**src/rtl/pkt_alloc_pkg.sv**
```systemverilog
// Shared operation codes and constants for the packet page allocator.
package pkt_alloc_pkg;

    // Operation selected by command byte bits 7:5.
    typedef enum logic [2:0] {
        OP_NOP         = 3'd0,
        OP_TX_CLAIM    = 3'd1,
        OP_WIPE        = 3'd2,
        OP_RX_DROP     = 3'd3,
        OP_RX_DROP_REL = 3'd4,
        OP_RELEASE     = 3'd5,
        OP_TX_QUEUE    = 3'd6,
        OP_TX_FLUSH    = 3'd7
    } mmu_op_e;

    // Result code for a claim that found no free page.
    localparam logic [7:0] CLAIM_FAIL = 8'h80;

endpackage

```
**src/rtl/page_pool.sv**
```systemverilog
// Page ownership mask.
// Finds the lowest free page, counts free pages, and applies one release
// and one claim per cycle. The release is applied before the claim, so the
// same page may be freed and claimed again in one cycle.
// Assumes the claim index names a free page, or the page being released.
module page_pool #(
    parameter int NUM_PAGES = 4,
    localparam int PW = (NUM_PAGES > 1) ? $clog2(NUM_PAGES) : 1,
    localparam int CW = $clog2(NUM_PAGES + 1)
) (
    input  logic          clk,
    input  logic          rst_n,
    input  logic          wipe,
    input  logic          rel_en,
    input  logic [PW-1:0] rel_idx,
    input  logic          claim_en,
    input  logic [PW-1:0] claim_idx,
    output logic          any_free,
    output logic [PW-1:0] lowest_free,
    output logic [CW-1:0] free_count
);

    logic [NUM_PAGES-1:0] used_q;
    logic [NUM_PAGES-1:0] used_d;

    // Priority search: lowest index with a clear ownership bit.
    always_comb begin
        lowest_free = '0;
        for (int i = NUM_PAGES - 1; i >= 0; i--) begin
            if (!used_q[i]) lowest_free = PW'(i);
        end
    end

    // Population count of free pages.
    always_comb begin
        free_count = '0;
        for (int i = 0; i < NUM_PAGES; i++) begin
            if (!used_q[i]) free_count = free_count + CW'(1);
        end
    end

    assign any_free = ~&used_q;

    // Next mask: release first, then claim.
    always_comb begin
        used_d = used_q;
        if (rel_en)   used_d[rel_idx]   = 1'b0;
        if (claim_en) used_d[claim_idx] = 1'b1;
        if (wipe)     used_d            = '0;
    end

    // Ownership register.
    always_ff @(posedge clk) begin
        if (!rst_n) used_q <= '0;
        else        used_q <= used_d;
    end

endmodule

```
**src/rtl/page_fifo.sv**
```systemverilog
// Circular queue of page numbers with clear, push and pop.
// A push to a full queue and a pop from an empty one are dropped here, so
// callers may gate them or not. Push and pop may occur in the same cycle.
module page_fifo #(
    parameter int DEPTH = 4,
    parameter int DW    = 2,
    localparam int AW = (DEPTH > 1) ? $clog2(DEPTH) : 1,
    localparam int CW = $clog2(DEPTH + 1)
) (
    input  logic          clk,
    input  logic          rst_n,
    input  logic          clear,
    input  logic          push,
    input  logic [DW-1:0] push_data,
    input  logic          pop,
    output logic [DW-1:0] head,
    output logic [CW-1:0] count,
    output logic          empty,
    output logic          full
);

    logic [DW-1:0] slots_q [DEPTH];
    logic [AW-1:0] rd_q;
    logic [AW-1:0] wr_q;
    logic          do_push;
    logic          do_pop;

    // Advance a pointer with wrap at DEPTH.
    function automatic logic [AW-1:0] bump(input logic [AW-1:0] p);
        return (p == AW'(DEPTH - 1)) ? '0 : p + AW'(1);
    endfunction

    assign empty   = (count == '0);
    assign full    = (count == CW'(DEPTH));
    assign head    = slots_q[rd_q];
    assign do_pop  = pop && !empty;
    assign do_push = push && (!full || do_pop);

    // Pointer and occupancy update.
    always_ff @(posedge clk) begin
        if (!rst_n || clear) begin
            rd_q  <= '0;
            wr_q  <= '0;
            count <= '0;
        end else begin
            if (do_pop)  rd_q <= bump(rd_q);
            if (do_push) wr_q <= bump(wr_q);
            if (do_push && !do_pop)      count <= count + CW'(1);
            else if (do_pop && !do_push) count <= count - CW'(1);
        end
    end

    // Slot storage, written at the tail.
    always_ff @(posedge clk) begin
        if (!rst_n) begin
            for (int i = 0; i < DEPTH; i++) slots_q[i] <= '0;
        end else if (do_push) begin
            slots_q[wr_q] <= push_data;
        end
    end

endmodule

```
**src/rtl/pkt_page_alloc.sv**
```systemverilog
// Packet page allocator top.
// Decodes the command byte, owns the transmit-claim result and the two
// status bits, and arbitrates the receive-side claim port against commands.
// Assumes at most one command per cycle; a command cycle blocks the
// receive claim. NUM_PAGES must stay below 128 so page numbers never
// collide with the 0x80 failure code.
module pkt_page_alloc
    import pkt_alloc_pkg::*;
#(
    parameter int NUM_PAGES = 4,
    localparam int PW = (NUM_PAGES > 1) ? $clog2(NUM_PAGES) : 1,
    localparam int CW = $clog2(NUM_PAGES + 1)
) (
    input  logic          clk,
    input  logic          rst_n,
    input  logic          cmd_valid,
    input  logic [7:0]    cmd_byte,
    input  logic [PW-1:0] pkt_num,
    input  logic          rx_enable,
    input  logic          rx_soft_rst,
    input  logic          rx_alloc_req,
    output logic          rx_ready,
    output logic          rx_accept,
    output logic [PW-1:0] rx_page,
    output logic [7:0]    alloc_result,
    output logic          alloc_irq,
    output logic          rcv_irq,
    output logic [CW-1:0] free_count,
    output logic [7:0]    rx_head,
    output logic [PW-1:0] tx_head,
    output logic [CW-1:0] tx_count
);

    mmu_op_e       op;
    logic          cmd_low_unused;
    logic          any_free;
    logic [PW-1:0] lowest_free;
    logic          wipe;
    logic          rel_en;
    logic [PW-1:0] rel_idx;
    logic          claim_en;
    logic [PW-1:0] claim_idx;
    logic          pending;
    logic          retry;
    logic          tx_claim;
    logic          rx_pop;
    logic [PW-1:0] rx_head_idx;
    logic [CW-1:0] rx_count;
    logic          rx_empty;
    logic          rx_full;
    logic          tx_push;
    logic          tx_clear;
    logic          tx_empty;
    logic          tx_full;

    assign op             = cmd_valid ? mmu_op_e'(cmd_byte[7:5]) : OP_NOP;
    assign cmd_low_unused = ^cmd_byte[4:0];
    assign pending        = (alloc_result == CLAIM_FAIL);

    // Receive-side claim gating.
    assign rx_ready  = rx_enable && !rx_soft_rst && any_free && !rx_full;
    assign rx_accept = rx_alloc_req && rx_ready && !cmd_valid;
    assign rx_page   = lowest_free;

    // Release source: head of receive queue or the named page.
    always_comb begin
        rel_en  = 1'b0;
        rel_idx = pkt_num;
        if (op == OP_RX_DROP_REL && !rx_empty) begin
            rel_en  = 1'b1;
            rel_idx = rx_head_idx;
        end else if (op == OP_RELEASE) begin
            rel_en = 1'b1;
        end
    end

    // An outstanding failed claim is completed by any release.
    assign retry    = rel_en && pending;
    assign tx_claim = (op == OP_TX_CLAIM) && any_free;

    // Claim source: retry takes the released page, others the lowest free.
    always_comb begin
        claim_en  = retry || tx_claim || rx_accept;
        claim_idx = retry ? rel_idx : lowest_free;
    end

    assign wipe     = (op == OP_WIPE);
    assign rx_pop   = (op == OP_RX_DROP) || (op == OP_RX_DROP_REL);
    assign tx_push  = (op == OP_TX_QUEUE) && !tx_full;
    assign tx_clear = wipe || (op == OP_TX_FLUSH);

    page_pool #(.NUM_PAGES(NUM_PAGES)) u_pool (
        .clk        (clk),
        .rst_n      (rst_n),
        .wipe       (wipe),
        .rel_en     (rel_en),
        .rel_idx    (rel_idx),
        .claim_en   (claim_en),
        .claim_idx  (claim_idx),
        .any_free   (any_free),
        .lowest_free(lowest_free),
        .free_count (free_count)
    );

    page_fifo #(.DEPTH(NUM_PAGES), .DW(PW)) u_rx_q (
        .clk      (clk),
        .rst_n    (rst_n),
        .clear    (wipe),
        .push     (rx_accept),
        .push_data(lowest_free),
        .pop      (rx_pop),
        .head     (rx_head_idx),
        .count    (rx_count),
        .empty    (rx_empty),
        .full     (rx_full)
    );

    page_fifo #(.DEPTH(NUM_PAGES), .DW(PW)) u_tx_q (
        .clk      (clk),
        .rst_n    (rst_n),
        .clear    (tx_clear),
        .push     (tx_push),
        .push_data(pkt_num),
        .pop      (1'b0),
        .head     (tx_head),
        .count    (tx_count),
        .empty    (tx_empty),
        .full     (tx_full)
    );

    assign rx_head = rx_empty ? CLAIM_FAIL : 8'(rx_head_idx);

    // Transmit-claim result and its status bit.
    always_ff @(posedge clk) begin
        if (!rst_n) begin
            alloc_result <= '0;
            alloc_irq    <= 1'b0;
        end else if (wipe) begin
            alloc_result <= '0;
        end else if (op == OP_TX_CLAIM) begin
            alloc_result <= any_free ? 8'(lowest_free) : CLAIM_FAIL;
            alloc_irq    <= any_free;
        end else if (retry) begin
            alloc_result <= 8'(rel_idx);
            alloc_irq    <= 1'b1;
        end
    end

    // Receive-pending status bit.
    always_ff @(posedge clk) begin
        if (!rst_n)         rcv_irq <= 1'b0;
        else if (rx_pop)    rcv_irq <= (rx_count > CW'(1));
        else if (rx_accept) rcv_irq <= 1'b1;
    end

endmodule

```
**config.mk**
```make
export PLATFORM = sky130hd
export DESIGN_NAME = pkt_page_alloc
export DESIGN_NICKNAME = d
export VERILOG_FILES = /design/src/rtl/pkt_alloc_pkg.sv /design/src/rtl/page_pool.sv /design/src/rtl/page_fifo.sv /design/src/rtl/pkt_page_alloc.sv
export SDC_FILE = /design/constraint.sdc
export NUM_CORES = 1
export LEC_CHECK = 0
export ABC_AREA = 1
export CORE_MARGIN = 3
export CORE_UTILIZATION = 55
export CTS_BUF_LIST = sky130_fd_sc_hd__clkbuf_4 sky130_fd_sc_hd__clkbuf_8
export DETAILED_ROUTE_END_ITERATION = 6
export GPL_ROUTABILITY_DRIVEN = 1
export PLACE_DENSITY = 0.86
export SYNTH_ARGS = -nofsm -noshare
export SYNTH_HDL_FRONTEND = slang
export SYNTH_SLANG_ARGS = --single-unit
```
**constraint.sdc**
```tcl
create_clock -name clk -period 4.1 [get_ports clk]
set_input_delay 0.82 -clock clk [delete_from_list [all_inputs] [get_ports clk]]
set_output_delay 0.82 -clock clk [all_outputs]
set_load 0.02 [all_outputs]
```
# Yosys cells after proc, flatten, opt, wreduce, memory -nomap -nowiden
# Memories as Yosys holds them, arrays and structs flattened. A register that Yosys moved wholly into a read port is not among the register bits.
# Index checks and enable logic that the tools add are counted.
# classes
addsub,9
n_lt_le_gt_ge,5
n_reduce_logical,41
bitwise,5
n_eq_ne,13
muxes,47
# op_table
operator,n
8-bit two-way mux,4
2-bit two-way mux,15
3-bit equality test (second input constant),6
1-bit two-way mux,18
3-bit two-way mux,6
1-bit logical AND,16
3-bit by 1-bit adder with 3-bit output (second input constant),4
1-bit logical NOT,9
8-bit equality test (second input constant),1
4-bit two-way mux,2
1-bit logical OR,7
2-bit by 1-bit adder with 2-bit output (second input constant),3
2-bit equality test (second input constant),3
3-bit by 2-bit equality test with 1-bit output (second input constant),2
2-bit by 3-bit less-than comparator with 1-bit output (second input constant),2
2-bit nonzero test,3
2-bit OR reduction,3
4-bit AND,1
1-bit demux with 2-bit select,2
2-bit by 1-bit greater-or-equal comparator with 1-bit output (second input constant),2
4-bit NOT,1
4-bit OR,1
4-bit AND reduction,1
3-bit by 1-bit equality test with 1-bit output (second input constant),1
6 further kinds,7
# totals
mem_bits_rw,16
word_cells,131
inputBits,16
output_inout_bits,30
ff_bits,26
memories,2
# memory_table
name,words,width,read_ports,rd_clocked_by_memory_dff,write_ports,line_no,source
u_rx_q.slots_q,4,2,1,1,4,page_fifo.sv:22,logic [DW-1:0] slots_q [DEPTH];
u_tx_q.slots_q,4,2,1,0,4,page_fifo.sv:22,

# Logic depth before layout (Yosys ltp)
# logic_depth
word_depth,13
depth_mapped,14

# Cells and area by module
# Synthesis repeated with hierarchy kept, for this count alone.
# hier_totals
cells_unflattened,340
area_unflattened_um2,2552.4
# by_module_without_submodules
mod,cells_each,seq_area_each_um2,area_per_inst_um2,instances
page_fifo at u_tx_q,97,420.4,838.3,1
page_fifo at u_rx_q,96,420.4,822.0,1
pkt_page_alloc,95,100.1,560.5,1
page_pool,52,80.1,331.6,1

# Least setup slack after synthesis
# Ideal clock, no wire load.
# synth_timing
path_type,register to output
start,register u_pool.used_q[0]
end,output port free_count[2]
path_buffers,0
stages_incl_launch_ff,7
arrival_ps,1569
slack_ps,1711
required_ps,3280
path_cell_list,dfxtp_1 > inv_1 > ha_1 > xnor2_1 > ha_1 > nand2_1 > xnor2_1
# synth_between
elab_chain_len,7
# synth_rtl
item,line_no,source
from (decl),page_pool.sv:23,logic [NUM_PAGES-1:0] used_q;
from (signal assigned),page_pool.sv:55,else used_q <= used_d;
1-bit two-way mux (*),page_pool.sv:38,if (!used_q[i]) free_count = free_count + CW'(1);
1-bit by 1-bit adder with 2-bit output,page_pool.sv:38,
3-bit two-way mux (*),page_pool.sv:38,
3-bit by 1-bit adder with 3-bit output,page_pool.sv:38,
3-bit two-way mux (*),page_pool.sv:38,
3-bit by 1-bit adder with 3-bit output,page_pool.sv:38,
3-bit two-way mux (*),page_pool.sv:38,
to (decl),pkt_page_alloc.sv:28,"output logic [CW-1:0] free_count,"
# Every way passes the cells marked *; elsewhere a longest branch is shown, timed or not.

# Final worst setup path
# Same ends and word-level chain as after synthesis.

==> impl_metrics.toml <==
[global_route]
grt_pass1_wl_um = 6770
track_usage_pct = 20.2
grt-ovfl-total = 0
grt_max_degree = 11
grt_pass1_vias = 1599
antenna_found_initial = 0

[clock_network]
cts_buffer_depth = 2
cts_buffers = 5
cts.htree.levels = 2
cts-root-buf = "clkbuf_4"
cts-resized-gates = 0
hold_buffers = 0
post_cts_buffers = 0
clock_latency_ps = 310
cts_sinks = 33
cts_tree = "built"
path_clk_slew_ps = 100

[sta]
final-hold-violation-count = 0
worst_pin_slew_ps = 549
setup_violations = 0
rsz0062_at_grt = "no"
drv_slew = 0
slew_headroom_pct = 63.4
final.setup.worst_slack_ps = 891
fin_crit_ps = 3210
skew_ps = 9.83
tns_ps = 0
fin_crit_sh_pct = 78.3
max_freq_mhz = 312
whs_ps = 490

[yosys]
ys_warn_count = 0
syn_area_mm2 = 0.00196
ys_ff_latch = 33
synth_simple_gate_area_share_pct = 29.5
synth_xor_area_share_pct = 1.79
avgSynthCellArea_um2 = 7.35
synth.distinct_cells = 34
synth_top_family_by_area = "simple AND/OR/NAND/NOR gates"
yosys-mux-area-fraction_pct = 0
synth_compound_area_share_pct = 10.5
synth_seq_area_share_pct = 38.8
synthCells = 267
synth_fa_ha_area_share_pct = 8.29

[setup_path]
r2r_cells = 13
end_kind = "output pin"
arrival_ps = 2390
crit_path_max_fanout = 5
cp_data_required_time_ps = 3280
cp-startpoint = "u_pool.used_q[0]"
path_class = "flip-flop to output pin"
crit_end = "free_count[2]"
start_kind = "flip-flop"
r2r-start = "u_rx_q.count[0]"
rrSetupSlack_ps = 2030
reg2reg_to = "u_rx_q.count[2]"

[pwr]
ir_worst_vdd_mv = 0.257
p_leak_uw = 0.00105
powerDensity_mw_per_mm2 = 287

[detailed_routing]
post_drt_via_cell_ratio = 4.99
wl_met3_um = 175
m1WireLength_um = 1840
via_count = 1737
final_antenna_net_count = 0
routed_wirelength_um = 3990
drc_errors = 0
top_layer = "met4"
drtIter0Drc = 121
wl_met2_um = 1950
drt_first_pass_iters = 5
wire_per_inst_um = 11.5

[die]
ios = 46
dieWidth_um = 65.7
dieArea_mm2 = 0.00432
row_count = 21
fp.dieH_um = 65.7
fp.coreArea_mm2 = 0.00339
start_util_pct = 57.9

[final_layout]
fin_nets = 330
fillers = 276
layout.cells.most_common = "nand2_1"
final_cell_mix = "73 x nand2_1, 30 x inv_1, 30 x clkdlybuf4s50_1, 28 x nor2_1, 23 x dfxtp_1"
antenna_cells = 0
drive_gt1_share_pct = 7.95
area_growth_pct = 18.9

[placement]
dp_slack_ps = 913
port_buffers = 30
globalplace.congestion = 0.915
dp_hpwl_um = 3300

[worst_hold_path]
hold_class = "flip-flop to flip-flop"

[status]
status = "finished, final reports clean"

[flow_run]
max_cap_violations = 0
[worst max-delay path: stages (launching register included)]
cell and delay, ps:
dfxtp_1 430, inv_1 80, ha_1 320, xnor2_1 250, ha_1 180, nand2_1 60
xnor2_1 140, clkdlybuf4s50_1 610
[how the worst min path moves through the flow]
stage | slack, ps | end | start | cells after the start
3_3_place_gp | 470 | alloc_result[7] | alloc_result[7] | 2
3_5_place_dp | 490 | u_tx_q.wr_q[1] | u_tx_q.wr_q[1] | 2
6_report | 490 | alloc_result[7] | alloc_result[7] | 2
5_1_grt | 530 | u_tx_q.wr_q[1] | u_tx_q.wr_q[1] | 2
4_1_cts | 500 | alloc_result[7] | alloc_result[7] | 2
2_1_floorplan | 460 | flip-flop | u_rx_q.rd_q[1] | 2
[Yosys cell counts]
| cell | count | area (µm²) |
|---|---|---|
| inv_1 | 30 | 113 |
| or2_1 | 1 | 6.26 |
| and3b_1 | 1 | 8.76 |
| a31oi_1 | 1 | 6.26 |
| buf_4 | 11 | 82.6 |
| or3_1 | 1 | 6.26 |
| nor3_1 | 1 | 5.00 |
| inv_2 | 4 | 15.0 |
| o21ai_2 | 2 | 17.5 |
| nand2_4 | 1 | 11.3 |
| nand3_2 | 1 | 10.0 |
| ha_1 | 13 | 163 |
| nor2_1 | 28 | 105 |
| a211oi_1 | 1 | 7.51 |
| xor2_1 | 2 | 17.5 |
| nand3_1 | 17 | 85.1 |
| o22ai_1 | 1 | 6.26 |
| edfxtp_1 | 10 | 300 |
| o211ai_1 | 1 | 7.51 |
| nor3_2 | 1 | 10.0 |
| nor3b_1 | 1 | 7.51 |
| xnor2_1 | 2 | 17.5 |
| dfxtp_1 | 23 | 460 |
| o21ai_0 | 11 | 55.1 |
| a21oi_1 | 16 | 80.1 |
| conb_1 | 1 | 3.75 |
| o21bai_1 | 1 | 7.51 |
| or2_2 | 1 | 6.26 |
| a221oi_1 | 2 | 17.5 |
| nand4_1 | 1 | 6.26 |
| nand2_1 | 73 | 274 |
| buf_2 | 1 | 5.00 |
| nor2_2 | 2 | 12.5 |
| nand2_2 | 4 | 25.0 |
[layer usage]
layer	up-vias	GRT usage [%]
met1	784	25.6
li1	903	-
met2	46	35.0
met3	4	4.27
met4	0	3.89
met5	-	0
[cell families after synthesis]
| logic type | Yosys count |
|---|---|
| buffers and inverters | 46 |
| and+or+nand+nor | 134 |
| AOI/OAI and AO/OA | 36 |
| xor gates and xnor gates | 4 |
| adders and majority gates | 13 |
| DFF | 33 |
| other | 1 |
[final cells by class]
class	instances	area [µm²]	area share [%]
Multi-Input combinational cell	197	1020	43.7
Clock buffer	8	66.3	2.84
Sequential cell	33	761	32.6
Timing Repair Buffer	30	300	12.9
Inverter	34	128	5.47
Tap cell	46	57.6	2.47
[state kept, by name (all words and copies together), names as in the netlist, named ones only]
register / cells
u_rx_q.rd_q: 2
alloc_irq: 1
u_rx_q.wr_q: 2
alloc_result: 3
u_tx_q.wr_q: 2
rcv_irq: 1
u_rx_q.count: 3
u_pool.used_q: 4
u_tx_q.count: 3
u_tx_q.slots_q: 2
u_rx_q.slots_q: 8
[where the power goes]
part           switching [µW]  total [µW]  internal [µW]
clock network            98.0         196           97.9
logic                    73.7         121           47.2
registers                6.94         352            346
total                     179         669            491
[through the flow]
step | area (µm²) | instances | util (%) | power (µW)
after floorplan | 2000 | 276 | - | 445
after global placement | 2270 | 340 | 66.9 | 478
after detailed placement | 2270 | 340 | 66.9 | 480
after CTS | 2330 | 348 | 68.8 | 670
after global routing | 2330 | 348 | 68.8 | 702
final | 2330 | 348 | 68.8 | 669
Note: power is estimated with default switching activity, not from simulation.
